## src/rtl/panel_seq_pkg.sv

```systemverilog
// Shared constants and types for the display power-up sequencer.
// Assumes an 8-bit write byte: 3-bit address above a 5-bit value.
package panel_seq_pkg;

    localparam int ADDR_W   = 3;
    localparam int VAL_W    = 5;
    localparam int FRAME_W  = ADDR_W + VAL_W;
    localparam int STEP_W   = 4;
    localparam int NUM_STEP = 15;

    // Register addresses; the panel controller decodes these.
    localparam logic [ADDR_W-1:0] A_RESOL = 3'd0;
    localparam logic [ADDR_W-1:0] A_PHASE = 3'd1;
    localparam logic [ADDR_W-1:0] A_PWR0  = 3'd3;
    localparam logic [ADDR_W-1:0] A_PWR1  = 3'd4;
    localparam logic [ADDR_W-1:0] A_IFCTL = 3'd6;
    localparam logic [ADDR_W-1:0] A_POLAR = 3'd7;

    // Serial DAC constants: base level keeps DAC supply on only.
    localparam logic [VAL_W-1:0] DAC_BASE    = 5'h04;
    localparam logic [7:0]       DAC_CMD0    = 8'h9C;
    localparam logic [7:0]       DAC_CMD1    = 8'h00;
    localparam logic [7:0]       DAC_DEFAULT = 8'd125;

    // What follows a step once its byte is accepted.
    typedef enum logic [2:0] {
        POST_NEXT,
        POST_WAIT_A,
        POST_DAC,
        POST_WAIT_B,
        POST_WAIT_C,
        POST_LAST
    } post_t;

    typedef enum logic [2:0] {
        ST_IDLE,
        ST_SEND,
        ST_DAC,
        ST_WAIT,
        ST_OFF
    } seq_state_t;

    function automatic logic [FRAME_W-1:0] pack_frame(
        input logic [ADDR_W-1:0] a,
        input logic [VAL_W-1:0]  v
    );
        return {a, v};
    endfunction

endpackage

```

## src/rtl/pwrup_step_rom.sv

```systemverilog
// Step table of the power-up series: for a step index, the byte to send
// and the action that follows its acceptance.
// Assumes mode and phase are already latched by the caller.
module pwrup_step_rom
    import panel_seq_pkg::*;
(
    input  logic [STEP_W-1:0]  step,
    input  logic               mode_qvga,
    input  logic [VAL_W-1:0]   phase,
    output logic [FRAME_W-1:0] frame,
    output post_t              post
);

    logic [VAL_W-1:0] phase_val;
    logic [VAL_W-1:0] resol_val;

    // Phase value chosen from the mode and the sign of the stored phase.
    always_comb begin
        if (mode_qvga)      phase_val = 5'h13;
        else if (phase[4])  phase_val = 5'h01;
        else                phase_val = {phase[3:0], 1'b1};
        resol_val = mode_qvga ? 5'h01 : 5'h00;
    end

    // Table lookup of byte and follow-up action.
    always_comb begin
        post  = POST_NEXT;
        frame = pack_frame(A_IFCTL, 5'h1F);
        case (step)
            4'd0:  frame = pack_frame(A_IFCTL, 5'h1F);
            4'd1:  frame = pack_frame(A_PWR0,  5'h03);
            4'd2:  frame = pack_frame(A_PWR1,  5'h00);
            4'd3:  begin frame = pack_frame(A_PWR1, 5'h04); post = POST_WAIT_A; end
            4'd4:  frame = pack_frame(A_PWR0,  5'h07);
            4'd5:  begin frame = pack_frame(A_IFCTL, 5'h09); post = POST_DAC; end
            4'd6:  frame = pack_frame(A_PWR0,  5'h17);
            4'd7:  begin frame = pack_frame(A_PWR1, 5'h06); post = POST_WAIT_B; end
            4'd8:  frame = pack_frame(A_IFCTL, 5'h01);
            4'd9:  frame = pack_frame(A_PWR0,  5'h1F);
            4'd10: frame = pack_frame(A_PWR1,  5'h07);
            4'd11: frame = pack_frame(A_IFCTL, 5'h00);
            4'd12: frame = pack_frame(A_PHASE, phase_val);
            4'd13: begin frame = pack_frame(A_POLAR, 5'h00); post = POST_WAIT_C; end
            4'd14: begin frame = pack_frame(A_RESOL, resol_val); post = POST_LAST; end
            default: begin frame = pack_frame(A_RESOL, resol_val); post = POST_LAST; end
        endcase
    end

endmodule

```

## src/rtl/dac_serial_writer.sv

```systemverilog
// Drives a two-wire serial DAC through the clock (bit 0) and data (bit 1)
// of power register 0: start, three bytes each with an acknowledge slot,
// stop. One write per line level; every write waits for ready.
// Assumes start is only raised while this block is idle.
module dac_serial_writer
    import panel_seq_pkg::*;
(
    input  logic               clk,
    input  logic               rst_n,
    input  logic               start,
    input  logic [7:0]         value,
    input  logic               ready,
    output logic               valid,
    output logic [FRAME_W-1:0] frame,
    output logic               last_xfer
);

    localparam int LEVELS   = 3;
    localparam int DBITS    = 8;
    localparam int NBYTES   = 3;
    localparam logic [1:0] PH_LAST   = 2'(LEVELS - 1);
    localparam logic [3:0] BIT_ACK   = 4'(DBITS);
    localparam logic [1:0] BYTE_LAST = 2'(NBYTES - 1);

    typedef enum logic [1:0] {W_IDLE, W_START, W_BODY, W_STOP} wseg_t;

    wseg_t      seg;
    logic [1:0] ph;
    logic [3:0] bitn;
    logic [1:0] byten;
    logic [7:0] val_q;
    logic [7:0] cur_byte;
    logic       dout;
    logic [VAL_W-1:0] lvl;
    logic [VAL_W-1:0] payload;
    logic       xfer;

    // Select the byte in flight and the data bit of the current slot.
    always_comb begin
        case (byten)
            2'd0:    cur_byte = DAC_CMD0;
            2'd1:    cur_byte = DAC_CMD1;
            default: cur_byte = val_q;
        endcase
        dout = (bitn < BIT_ACK) ? cur_byte[3'd7 - bitn[2:0]] : 1'b0;
        lvl  = DAC_BASE | {3'b000, dout, 1'b0};
    end

    // Line levels per segment and level index.
    always_comb begin
        case (seg)
            W_START: payload = (ph == 2'd0) ? (DAC_BASE | 5'h03) :
                               (ph == 2'd1) ? (DAC_BASE | 5'h01) : DAC_BASE;
            W_BODY:  payload = (ph == 2'd1) ? (lvl | 5'h01) : lvl;
            W_STOP:  payload = (ph == 2'd0) ? DAC_BASE :
                               (ph == 2'd1) ? (DAC_BASE | 5'h01) : (DAC_BASE | 5'h03);
            default: payload = DAC_BASE;
        endcase
    end

    assign valid     = (seg != W_IDLE);
    assign frame     = pack_frame(A_PWR0, payload);
    assign xfer      = valid && ready;
    assign last_xfer = xfer && (seg == W_STOP) && (ph == PH_LAST);

    // Walk levels, bits, bytes and segments on each accepted write.
    always_ff @(posedge clk) begin
        if (!rst_n) begin
            seg   <= W_IDLE;
            ph    <= 2'd0;
            bitn  <= 4'd0;
            byten <= 2'd0;
            val_q <= 8'd0;
        end else if (seg == W_IDLE) begin
            if (start) begin
                seg   <= W_START;
                ph    <= 2'd0;
                bitn  <= 4'd0;
                byten <= 2'd0;
                val_q <= value;
            end
        end else if (xfer) begin
            if (ph != PH_LAST) begin
                ph <= ph + 2'd1;
            end else begin
                ph <= 2'd0;
                case (seg)
                    W_START: seg <= W_BODY;
                    W_BODY: begin
                        if (bitn == BIT_ACK) begin
                            bitn <= 4'd0;
                            if (byten == BYTE_LAST) seg <= W_STOP;
                            else                    byten <= byten + 2'd1;
                        end else begin
                            bitn <= bitn + 4'd1;
                        end
                    end
                    default: seg <= W_IDLE;
                endcase
            end
        end
    end

    p_slot_range_r5: assert property (@(posedge clk) disable iff (!rst_n)
        valid |-> (ph <= PH_LAST) && (bitn <= BIT_ACK) && (byten <= BYTE_LAST));

    p_start_when_idle_r5: assert property (@(posedge clk) disable iff (!rst_n)
        start |-> (seg == W_IDLE));

    p_hold_level_r2: assert property (@(posedge clk) disable iff (!rst_n)
        (valid && !ready) |=> valid && $stable(frame));

endmodule

```

## src/rtl/seq_timer.sv

```systemverilog
// Settle-delay counter: a start pulse loads a limit; the timer then runs
// for exactly that many cycles, with expire high in the last one.
// Assumes limit >= 1 and start is not raised while running.
module seq_timer #(
    parameter int TW = 16
) (
    input  logic          clk,
    input  logic          rst_n,
    input  logic          start,
    input  logic [TW-1:0] limit,
    output logic          running,
    output logic          expire
);

    logic [TW-1:0] cnt;
    logic [TW-1:0] limit_q;

    assign expire = running && (cnt == limit_q - TW'(1));

    // Count from zero up to the latched limit.
    always_ff @(posedge clk) begin
        if (!rst_n) begin
            running <= 1'b0;
            cnt     <= '0;
            limit_q <= '0;
        end else if (start && !running) begin
            running <= 1'b1;
            cnt     <= '0;
            limit_q <= limit;
        end else if (running) begin
            if (expire) running <= 1'b0;
            else        cnt     <= cnt + TW'(1);
        end
    end

    p_cnt_below_limit_r4: assert property (@(posedge clk) disable iff (!rst_n)
        running |-> (cnt < limit_q));

    p_no_restart_r4: assert property (@(posedge clk) disable iff (!rst_n)
        running |-> !start);

endmodule

```

## src/rtl/panel_pwrup_seq.sv

```systemverilog
// Power-up sequencer for a panel timing controller. It walks the step
// table, hands the output to the serial DAC writer at the DAC step, and
// inserts settle delays. A power-off request runs the long pre-off wait.
// Assumes one byte at a time to a frame sender with a ready handshake.
module panel_pwrup_seq
    import panel_seq_pkg::*;
#(
    parameter int CLK_PER_MS  = 1000,
    parameter int COMV_W      = 9,
    parameter int WAIT_A_MS   = 3,
    parameter int WAIT_B_MS   = 2,
    parameter int WAIT_C_MS   = 1,
    parameter int OFF_WAIT_MS = 34
) (
    input  logic                     clk,
    input  logic                     rst_n,
    input  logic                     pwr_on_req,
    input  logic                     pwr_off_req,
    input  logic                     mode_qvga,
    input  logic signed [4:0]        phase_adj,
    input  logic signed [COMV_W-1:0] comv_adj,
    input  logic                     frame_ready,
    output logic                     frame_valid,
    output logic [7:0]               frame_data,
    output logic                     done
);

    localparam int CYC_A   = WAIT_A_MS * CLK_PER_MS;
    localparam int CYC_B   = WAIT_B_MS * CLK_PER_MS;
    localparam int CYC_C   = WAIT_C_MS * CLK_PER_MS;
    localparam int CYC_OFF = OFF_WAIT_MS * CLK_PER_MS;
    localparam int CYC_MAX = (CYC_OFF > CYC_A) ? CYC_OFF : CYC_A;
    localparam int TW      = $clog2(CYC_MAX + 1);
    localparam logic [STEP_W-1:0] STEP_LAST = STEP_W'(NUM_STEP - 1);

    seq_state_t         state;
    logic [STEP_W-1:0]  step_q;
    logic               mode_q;
    logic [VAL_W-1:0]   phase_q;
    logic [7:0]         dacval_q;
    logic               done_q;

    logic [FRAME_W-1:0] rom_frame;
    post_t              post;
    logic               dac_valid;
    logic [FRAME_W-1:0] dac_frame;
    logic               dac_last;
    logic               dac_start;
    logic               hs_main;
    logic               tmr_start;
    logic [TW-1:0]      tmr_limit;
    logic               tmr_running;
    logic               tmr_expire;
    logic               off_go;
    logic [7:0]         dac_pick;

    pwrup_step_rom u_rom (
        .step      (step_q),
        .mode_qvga (mode_q),
        .phase     (phase_q),
        .frame     (rom_frame),
        .post      (post)
    );

    dac_serial_writer u_dac (
        .clk       (clk),
        .rst_n     (rst_n),
        .start     (dac_start),
        .value     (dacval_q),
        .ready     (frame_ready),
        .valid     (dac_valid),
        .frame     (dac_frame),
        .last_xfer (dac_last)
    );

    seq_timer #(.TW(TW)) u_tmr (
        .clk     (clk),
        .rst_n   (rst_n),
        .start   (tmr_start),
        .limit   (tmr_limit),
        .running (tmr_running),
        .expire  (tmr_expire)
    );

    // DAC value: default when the stored value is negative.
    assign dac_pick = comv_adj[COMV_W-1] ? DAC_DEFAULT : comv_adj[7:0];

    // Output mux and handshake decode.
    always_comb begin
        hs_main     = (state == ST_SEND) && frame_ready;
        frame_valid = (state == ST_SEND) || dac_valid;
        frame_data  = dac_valid ? dac_frame : rom_frame;
        dac_start   = hs_main && (post == POST_DAC);
        off_go      = (state == ST_IDLE) && !pwr_on_req && pwr_off_req;
    end

    // Timer start and limit selection.
    always_comb begin
        tmr_start = off_go;
        tmr_limit = TW'(CYC_OFF);
        if (hs_main) begin
            case (post)
                POST_WAIT_A: begin tmr_start = 1'b1; tmr_limit = TW'(CYC_A); end
                POST_WAIT_B: begin tmr_start = 1'b1; tmr_limit = TW'(CYC_B); end
                POST_WAIT_C: begin tmr_start = 1'b1; tmr_limit = TW'(CYC_C); end
                default: ;
            endcase
        end
    end

    // Main sequencing state, step index, latched inputs and done pulse.
    always_ff @(posedge clk) begin
        if (!rst_n) begin
            state    <= ST_IDLE;
            step_q   <= '0;
            mode_q   <= 1'b0;
            phase_q  <= '0;
            dacval_q <= '0;
            done_q   <= 1'b0;
        end else begin
            done_q <= 1'b0;
            case (state)
                ST_IDLE: begin
                    if (pwr_on_req) begin
                        state    <= ST_SEND;
                        step_q   <= '0;
                        mode_q   <= mode_qvga;
                        phase_q  <= phase_adj;
                        dacval_q <= dac_pick;
                    end else if (pwr_off_req) begin
                        state <= ST_OFF;
                    end
                end
                ST_SEND: begin
                    if (frame_ready) begin
                        case (post)
                            POST_NEXT:   step_q <= step_q + STEP_W'(1);
                            POST_DAC:    state  <= ST_DAC;
                            POST_LAST: begin
                                state  <= ST_IDLE;
                                done_q <= 1'b1;
                            end
                            default:     state  <= ST_WAIT;
                        endcase
                    end
                end
                ST_WAIT: begin
                    if (tmr_expire) begin
                        state  <= ST_SEND;
                        step_q <= step_q + STEP_W'(1);
                    end
                end
                ST_DAC: begin
                    if (dac_last) begin
                        state  <= ST_SEND;
                        step_q <= step_q + STEP_W'(1);
                    end
                end
                ST_OFF: begin
                    if (tmr_expire) begin
                        state  <= ST_IDLE;
                        done_q <= 1'b1;
                    end
                end
                default: state <= ST_IDLE;
            endcase
        end
    end

    assign done = done_q;

    p_idle_quiet_r1: assert property (@(posedge clk) disable iff (!rst_n)
        (state == ST_IDLE) |-> !frame_valid);

    p_hold_byte_r2: assert property (@(posedge clk) disable iff (!rst_n)
        (frame_valid && !frame_ready) |=> frame_valid && $stable(frame_data));

    p_known_addr_r3: assert property (@(posedge clk) disable iff (!rst_n)
        frame_valid |-> (frame_data[7:5] != 3'd2) && (frame_data[7:5] != 3'd5));

    p_quiet_wait_r4: assert property (@(posedge clk) disable iff (!rst_n)
        tmr_running |-> !frame_valid);

    p_step_range_r3: assert property (@(posedge clk) disable iff (!rst_n)
        (state == ST_SEND) |-> (step_q <= STEP_LAST));

    p_done_pulse_r9: assert property (@(posedge clk) disable iff (!rst_n)
        done |=> !done);

    p_one_source_r5: assert property (@(posedge clk) disable iff (!rst_n)
        dac_valid |-> (state == ST_DAC));

endmodule

```

## config.mk

```make
export PLATFORM = sky130hd
export DESIGN_NAME = panel_pwrup_seq
export DESIGN_NICKNAME = d
export VERILOG_FILES = /design/src/rtl/panel_seq_pkg.sv /design/src/rtl/pwrup_step_rom.sv /design/src/rtl/dac_serial_writer.sv /design/src/rtl/seq_timer.sv /design/src/rtl/panel_pwrup_seq.sv
export SDC_FILE = /design/constraint.sdc
export NUM_CORES = 1
export LEC_CHECK = 0
export BUFFER_PORTS_ARGS = -buffer_cell sky130_fd_sc_hd__clkbuf_2
export CORE_UTILIZATION = 40
export CTS_CLUSTER_DIAMETER = 100
export DETAILED_ROUTE_END_ITERATION = 8
export GPL_TIMING_DRIVEN = 0
export REMOVE_ABC_BUFFERS = 1
export SLEW_MARGIN = 40
export SYNTH_ARGS = -nofsm -noshare
export SYNTH_HDL_FRONTEND = slang
export SYNTH_SLANG_ARGS = --single-unit
```

## constraint.sdc

```tcl
create_clock -name clk -period 3.1 [get_ports clk]
set_input_delay 0.31 -clock clk [delete_from_list [all_inputs] [get_ports clk]]
set_output_delay 0.31 -clock clk [all_outputs]
set_load 0.01 [all_outputs]
```

* Word level (Yosys, flattened, before mapping)
Index checks and enable logic that the tools add are counted.
** Storage, ports and cells
- Register bits after elaboration :: 73
- Bits of input ports :: 20
- Output and inout port bits :: 10
- Logic and storage cells :: 170
** Cells by class
- Add/sub/neg operators :: 7
- $lt $le $gt $ge :: 2
- Equality and inequality tests :: 45
- Multiplexer cells :: 65
- Bitwise logic cells :: 2
- Reductions and logical operators :: 35
** Operator list (count)
- 8-bit one-hot mux with 14 select lines :: 1
- 16-bit one-hot mux with 3 select lines :: 1
- 4-bit 2-to-1 mux :: 11
- 2-bit 2-to-1 mux :: 17
- 3-bit one-hot mux with 5 select lines :: 2
- 4-bit == test, second input constant :: 7
- 5-bit 2-to-1 mux :: 4
- 3-bit 2-to-1 mux :: 6
- 6-bit AND reduction :: 3
- 16-bit by 1-bit adder with 16-bit output, second input constant :: 1
- 16-bit == test :: 1
- 4-bit by 3-bit == test with 1-bit output, second input constant :: 4
- 16-bit 2-to-1 mux :: 1
- 8-bit 2-to-1 mux :: 2
- 2-bit != test, second input constant :: 8
- 4-bit one-hot mux with 4 select lines :: 1
- 8-bit one-hot mux with 2 select lines :: 1
- 16-bit by 1-bit subtractor with 16-bit output, second input constant :: 1
- 5-bit one-hot mux with 3 select lines :: 1
- 1-bit 2-to-1 mux :: 13
- 3-bit by 2-bit == test with 1-bit output, second input constant :: 4
- 10-bit OR reduction :: 1
- 3-bit == test, second input constant :: 3
- 1-bit logical AND :: 9
- 30 further kinds :: 53

* Depth between registers and ports, before layout
Gate-level depths: netlist (run 1).
- Depth after elaboration :: 9
- Depth in mapped cells :: 12
- Depth with buffers taken out :: 9

* By module
A second synthesis (run 1) with hierarchy kept.
** Unflattened totals
- Cell total of the unflattened synthesis :: 611
- Area total of the unflattened synthesis :: 4833.4 um2
** By module, submodules not included
- seq_timer :: instances 1, cells an instance 275, area an instance 2218.4 um2, seq. area each 660.6 um2
- panel_pwrup_seq :: instances 1, cells an instance 150, area an instance 1197.4 um2, seq. area each 440.4 um2
- dac_serial_writer :: instances 1, cells an instance 138, area an instance 1114.8 um2, seq. area each 360.3 um2
- pwrup_step_rom :: instances 1, cells an instance 48, area an instance 302.8 um2, seq. area each 0.0 um2

* Worst setup path after synthesis (run 1)
Ideal clock, no wire load.
- Path type :: register -> register
- From :: register u_tmr.limit_q[5]
- To :: register u_tmr.cnt[11]
- Setup time :: 70 ps
- Arrival :: 2428 ps
- Required time :: 3030 ps
- Path slack :: 602 ps
- Cell stages (with the launch flop) :: 12
- Buffers on the path :: 2
- Period minus slack after synthesis :: 2498 ps
- Cells stage by stage :: dfxtp_1 > buf_6 > inv_1 > ha_1 > nor4b_4 > xor2_1 > a311oi_1 > o21bai_2 > o21ai_2 > buf_6 > or4_1 > a21oi_1
** Between the ends
- Word-level cells in the longest chain between the ends :: 5
** Ends and longest elaborated chain
- start: declaration :: line seq_timer.sv:16 : logic [TW-1:0] limit_q;
- start signal: assignment :: line seq_timer.sv:29 : limit_q <= limit;
- 16-bit by 1-bit subtractor with 16-bit output :: line seq_timer.sv:18 : assign expire = running && (cnt == limit_q - TW'(1));
- 16-bit == test :: line seq_timer.sv:18
- 1-bit logical AND :: line seq_timer.sv:18
- 1-bit inverter (no source line)
- 2-bit AND reduction (no source line)
- end signal: assignment :: line seq_timer.sv:32 : else cnt <= cnt + TW'(1);
- end: declaration :: line seq_timer.sv:15 : logic [TW-1:0] cnt;
Every way passes these cells.
A chain may end at the register's enable or synchronous reset.

* Worst setup path in the final report (run 1)
- From :: register u_tmr.limit_q[5]
- To :: register step_q[3]
** Between the ends
- Word-level cells in the longest chain between the ends :: 5
** Ends and longest elaborated chain
- 16-bit by 1-bit subtractor with 16-bit output :: line seq_timer.sv:18
- 16-bit == test :: line seq_timer.sv:18
- 1-bit logical AND :: line seq_timer.sv:18
- 2-bit != test (no source line)
- 6-bit AND reduction (no source line)
- end signal: assignment :: line panel_pwrup_seq.sv:137 : POST_NEXT: step_q <= step_q + STEP_W'(1);
- end signal: assignment :: line panel_pwrup_seq.sv:150 : step_q <= step_q + STEP_W'(1);
- end signal: assignment :: line panel_pwrup_seq.sv:156 : step_q <= step_q + STEP_W'(1);
- end: declaration :: line panel_pwrup_seq.sv:37 : logic [STEP_W-1:0] step_q;
Every way passes these cells.

==> results.md, run 1 <==
* F_max at between 300 and 400 MHz
* WL met2 at roughly 4.3 mm
* Synth area leaders: dfxtp_1 33%, nand2_1 6.0%, nor2_1 5.3%, ha_1 4.8%, a21oi_1 4.4%
* Comb pwr share at 0.325
* Crit-path max FO at 8
* Placer Congestion at roughly 0.85
* Worst hold path depth at 3
* Status: complete, no violations
* Final min period at 2900 ps
* Nets at roughly 540
* Die Wd at between 100 and 150 um
* Max IR drop VDD at between 0.00015 and 0.0002 V
* Number of synthesized register bits at 65
* First-pass GRT wire length at 15.5 mm
* Core outline area at about 9300 um^2
* Most frequent cells in the layout: 64 x dfxtp_1, 62 x nand2_1, 55 x nor2_1, 34 x a21oi_1, 29 x clkbuf_2
* Syn-to-layout area delta at 10.9%
* Fin. Hold Viols at 0
* Port buffer count at 29
* Worst-skew pair later-pin latency at between 300 and 400 ps
* Synthesized cell area at slightly below 4000 um^2
* Yosys warns at 0
* R2R depth at 10
* Sequential-to-total area share from yosys stat at 0.334
* Post-route DRC at 0
* Layout cells sized above 1 at 0.121
* Iter 0 DRT Violations at roughly 170
* Clock power frac at 0.268
* Largest net degree at the start of global routing at 45
* Worst slew margin at 0.533
* Die Y at between 100 and 150 um
* Synth cell types at between 60 and 70
* EDFF count, synth at 0
* Dpl ws at approximately 18 ps
* Crit Reg-Reg Startpoint: u_tmr.limit_q[5]
* CP required at 3320 ps
* Hold endpoint: phase_q[0]
* Avg Cell Area, Syn at about 7.9 um^2
* Skew final at between 10 and 15 ps
* Worst-path clk slew at roughly 80 ps
* WL final at just over 9 mm
* Yosys top cell by area: dfxtp_1
* Crit path launch type: flop
* Root buf cell: clkbuf_8
* RSZ-0062 raised after global routing: false
* Initial Util at 0.417
* Worst slew pin tran at approximately 700 ps
* Post-CTS Hold Fix Bufs at 0
* Crit path arrival time at between 3000 and 4000 ps
* Post-Layout Cell Count at 640
* Share of flip-flops with an asynchronous set or reset at 0
* Longest Clk Path Bufs at 2
* Post-Place Cells at roughly 620
* Pleak at around 1.7 nW
* Drt pass-1 iters at 4
* RR Endpoint: step_q[3]
* Met1 wire length at between 4 and 5 mm
* Diodes inserted at 0
* Routed WL per cell at about 15 um
* Fin Setup TNS at 0 ps
* I/O pin count at 30
* Part of the power in registers at 0.407
* Switch share at 0.372
* Rows at 35
* TritonCTS Buffers at 9
* DIE AREA at just over 10000 um^2
* CTS tree: yes
* Min-delay src: phase_adj[0]
* Internal power at around 0.0015 W
* CP Capture Type: flop
* Tcrit/Tclk final at 0.935
* Final slew viol count at 0
* Cells after Synth at 494
* Vias after detailed routing at ~3600
* Initial antenna violation count at 0
* GR Util All Layers at 0.191
* Post-layout util at 0.463
* Worst Slack Setup Final at between 200 and 250 ps
* Post-synth top flop: dfxtp_1
* Gr ovfl total at 0
* R2R setup slack at between 200 and 250 ps
* H-tree levels at 3
* Pwr/cell area at ~560 nW/um^2
* Maxcap violations at 0
* Setup violators final at 0
* Share of the synthesized area in the top cell type at 0.334
* Commonest non-fill, non-tap cell in the layout: dfxtp_1
* Top sig layer: met4
* Psw at 0.000906 W
* Antenna Nets Post-Route at 0
* Setup CP Type: reg -> reg
* Post-detail-place hpwl at between 6 and 7 mm
* Vias in the first global route at between 3000 and 4000
* Via-to-Cell Ratio at 5.60
* Met3 WL at between 300 and 400 um
* Worst Hold Class: in -> reg
* Clk sink count at between 60 and 70
==> sequential cells by signal (all words and copies together) (netlist names) <==
name and flops:
dacval_q 8, done 1, mode_q 1, phase_q 5, state 3, step_q 4, u_dac.bitn 4, u_dac.byten 2
u_dac.ph 2, u_dac.seg 2, u_dac.val_q 8, u_tmr.cnt 16, u_tmr.limit_q 8, u_tmr.running 1
==> Yosys cell counts (3+ instances only) <==
cell type  number
nor4_1          3
nor3_1         22
nand2b_1        6
o31ai_1         9
and2_1          4
nor4b_1         3
nand4_1         8
dfxtp_1        65
a21oi_1        34
and3_1          8
o211ai_1       11
a311oi_1        4
inv_1          14
nand3_1        13
o21ai_0        11
nand3b_1        4
nor2b_1        15
or4_1          13
nor2_1         55
xor2_1          7
a21boi_0        3
nand2_1        62
o22ai_1         3
a211o_1         3
xnor2_1         5
ha_1           15
nor3b_1         5
a211oi_1        5
clkbuf_1       24
mux2i_1        13
==> worst max-delay path: stages (launching register included) <==
cell and delay, ps:
dfxtp_2 440, inv_1 100, ha_1 290, nor4b_4 170
buf_4 170, and3b_1 190, nor4_2 370, nor2_1 190
o311ai_4 360, nand3_1 180, o41ai_2 320
==> worst max-delay path by stage <==
stage | start | end | slack (ps)
final | u_tmr.limit_q[5] | step_q[3] | 200
after floorplan | u_tmr.limit_q[5] | u_tmr.cnt[1] | 510
after global placement | u_tmr.limit_q[5] | u_tmr.cnt[1] | 10
after CTS | u_tmr.limit_q[5] | u_tmr.cnt[15] | 110
after detailed placement | u_tmr.limit_q[5] | u_tmr.cnt[15] | 20
after global routing | u_tmr.limit_q[5] | step_q[3] | 40
==> cell families (layout without fill, tap and decap cells) <==
family	count (synthesis)	count (layout)	share of synthesized area
AOI/OAI and AO/OA	111	112	0.197
xor gates and xnor gates	12	12	0.0270
adders and majority gates	15	15	0.0482
buffers and inverters	46	62	0.0498
DFF	65	65	0.334
muxes	14	14	0.0363
and+or+nand+nor	231	231	0.307
==> per-layer routing <==
layer  vias up  global-route usage
met4         0              0.0624
met5         -                   0
met2        77               0.317
met1      1672               0.253
met3        11              0.0312
li1       1822                   -
==> final cells by class <==
cell class,count,area [um^2]
timing repair buffer,31,160
inverter,15,57.6
tap,129,161
sequential,65,1300
clock inverter,6,41.3
multi-input combinational,384,2450
fill,968,5010
clock buffer,10,138
==> power groups by stage <==
stage / clock network, W / registers [W] / logic (W)
2_1_floorplan: 0 / 0.000982 / 0.000544
3_3_place_gp: 0 / 0.00100 / 0.000714
3_5_place_dp: 0 / 0.00100 / 0.000733
4_1_cts: 0.000676 / 0.000985 / 0.000744
5_1_grt: 0.000719 / 0.00100 / 0.000889
6_report: 0.000653 / 0.000990 / 0.000789
==> per-stage QoR <==
stage	power (W)	hold WS (ps)	instance area [um^2]
floorplan	0.00153	428	3750
global route	0.00261	171	4320
global placement	0.00171	442	4060
detailed placement	0.00174	449	4070
finish	0.00243	190	4320
CTS	0.00240	171	4260
==> repair_timing <==
item                                    CTS  global route
gates resized for setup                   0             7
buffers inserted                          1             1
cloned                                    0             1
endpoints found under the setup margin    1            20
pin swaps                                 0             1
Note: power is estimated with default switching activity, not from simulation.
==> run 2, diff against run 1 <==
--- a/config.mk
+++ b/config.mk
@@ -10,6 +10,7 @@
 export CTS_CLUSTER_DIAMETER = 100
 export DETAILED_ROUTE_END_ITERATION = 8
 export GPL_TIMING_DRIVEN = 0
+export PLACE_DENSITY = 0.65
 export REMOVE_ABC_BUFFERS = 1
 export SLEW_MARGIN = 40
 export SYNTH_ARGS = -nofsm -noshare
==> run 2 against run 1 <==
Wire length decreased by 3.5%. Clock power up 13%. Die area unchanged. Critical endpoint unchanged.
==> results.md, run 2 (synthesis gave the netlist of run 1 again) <==
* Initial Util at 0.417
* Number of flip-flops in the largest register at 16
* Commonest non-fill, non-tap cell in the layout: dfxtp_1
* Tcrit/Tclk final at 0.913
* Drt pass-1 iters at 4
* TritonCTS Buffers at 9
* I/O pin count at 30
* Worst slew margin at 0.539
* Pwr/cell area at approximately 570 nW/um^2
* Die Y at around 100 um
* DIE AREA at between 10000 and 15000 um^2
* Iter 0 DRT Violations at approximately 170
* Fin area at approximately 4300 um^2
* Worst Hold Class: in -> reg
* CTS tree: yes
* Antenna Nets Post-Route at 0
* Final slew viol count at 0
* DP Area at 4070 um^2
* Crit path arrival time at 3080 ps
* GR Util All Layers at 0.187
* Clk sink count at 65
* Maxcap violations at 0
* Initial antenna violation count at 0
* Post-detail-place hpwl at between 6 and 7 mm
* Status: complete, no violations
* Placer Congestion at 0.838
* CP Capture Type: flop
* Root buf cell: clkbuf_8
* Worst Slack Setup Final at between 200 and 300 ps
* Die Wd at roughly 100 um
* Port buffer count at 29
* Worst-path clk slew at approximately 80 ps
* Via-to-Cell Ratio at 5.59
* Max IR drop VDD at approximately 0.00025 V
* Setup violators final at 0
* Longest Clk Path Bufs at 2
* F_max at 353 MHz
* Worst slew pin tran at 690 ps
* Crit-path max FO at 16
* WL final at between 8 and 9 mm
* Final min period at approximately 2800 ps
* Vias in the first global route at roughly 3300
* First-pass GRT wire length at between 15 and 20 mm
* Crit path launch type: flop
* Worst-skew pair later-pin latency at 350 ps
* Layout cells sized above 1 at 0.114
* Syn-to-layout area delta at 10.1%
* Diodes inserted at 0
* Fin. Hold Viols at 0
* Rows at 35
* Dpl ws at around 180 ps
* Skew final at 6.88 ps
* Most frequent cells in the layout: 65 x dfxtp_1, 62 x nand2_1, 55 x nor2_1, 34 x a21oi_1, 29 x clkbuf_2
* Core outline area at around 9300 um^2
* Gr ovfl total at 0
* Post-CTS Hold Fix Bufs at 0
* Reg with most FFs: u_tmr.cnt
* Pleak at between 1.5 and 2 nW
* CP required at between 3000 and 4000 ps
* Nets at around 540
* Largest net degree at the start of global routing at 45
* Routed WL per cell at 14.1 um
* Post-route DRC at 0
* Setup CP Type: reg -> reg
* H-tree levels at 3
* Vias after detailed routing at approximately 3600
## run 2: area by class of cell
class | count | area [um^2]
Clock inverter | 7 | 77.6
Tap cell | 129 | 161
Clock buffer | 9 | 124
Inverter | 15 | 57.6
Sequential cell | 65 | 1300
Timing Repair Buffer | 29 | 145
Fill cell | 959 | 5040
Multi-Input combinational cell | 383 | 2420
## run 2: layer usage
layer	up-vias	routed length, um	GRT usage
met1	1673	4320	0.247
li1	1804	-	-
met2	75	4230	0.306
met4	0	136	0.0870
met5	-	0	0
met3	8	314	0.0208
## run 2: path summary, 6_finish.rpt
check	start	endpoint	slack [ps]	depth (start not counted)
max	u_dac.seg[0]	step_q[3]	270	8
min	phase_adj[0]	phase_q[0]	180	3
max reg2reg	u_dac.seg[0]	step_q[3]	270	8
min reg2reg	dacval_q[7]	dacval_q[7]	460	2
## run 2: stage by stage
step	util	hold slack (ps)	total power (W)	TNS, ps	cells
after floorplan	-	428	0.00153	0	463
after global placement	0.435	441	0.00170	0	621
after detailed placement	0.436	449	0.00173	0	621
after CTS	0.458	175	0.00246	0	637
after global routing	0.459	192	0.00261	-5.27	637
final	0.459	182	0.00245	0	637
## run 2: what timing repair did
action / in CTS / in global routing
setup endpoints to repair: 0 / 23
gates resized for setup: 0 / 3
buffers inserted: 0 / 0
## run 2: critical path, stage by stage (launching register included)
cell      delay (ps)
dfxtp_1          390
inv_1             90
ha_1             420
and4bb_2         440
nand2_1          100
a32o_1           270
a211oi_1         500
nand3_1          230
o41ai_2          300
## run 2: power by group
| part | switching [W] | leakage, nW | internal (W) |
|---|---|---|---|
| Combinational | 0.000439 | 1.06 | 0.000289 |
| Sequential | 0.0000836 | 0.528 | 0.000904 |
| Clock | 0.000361 | 0.100 | 0.000378 |
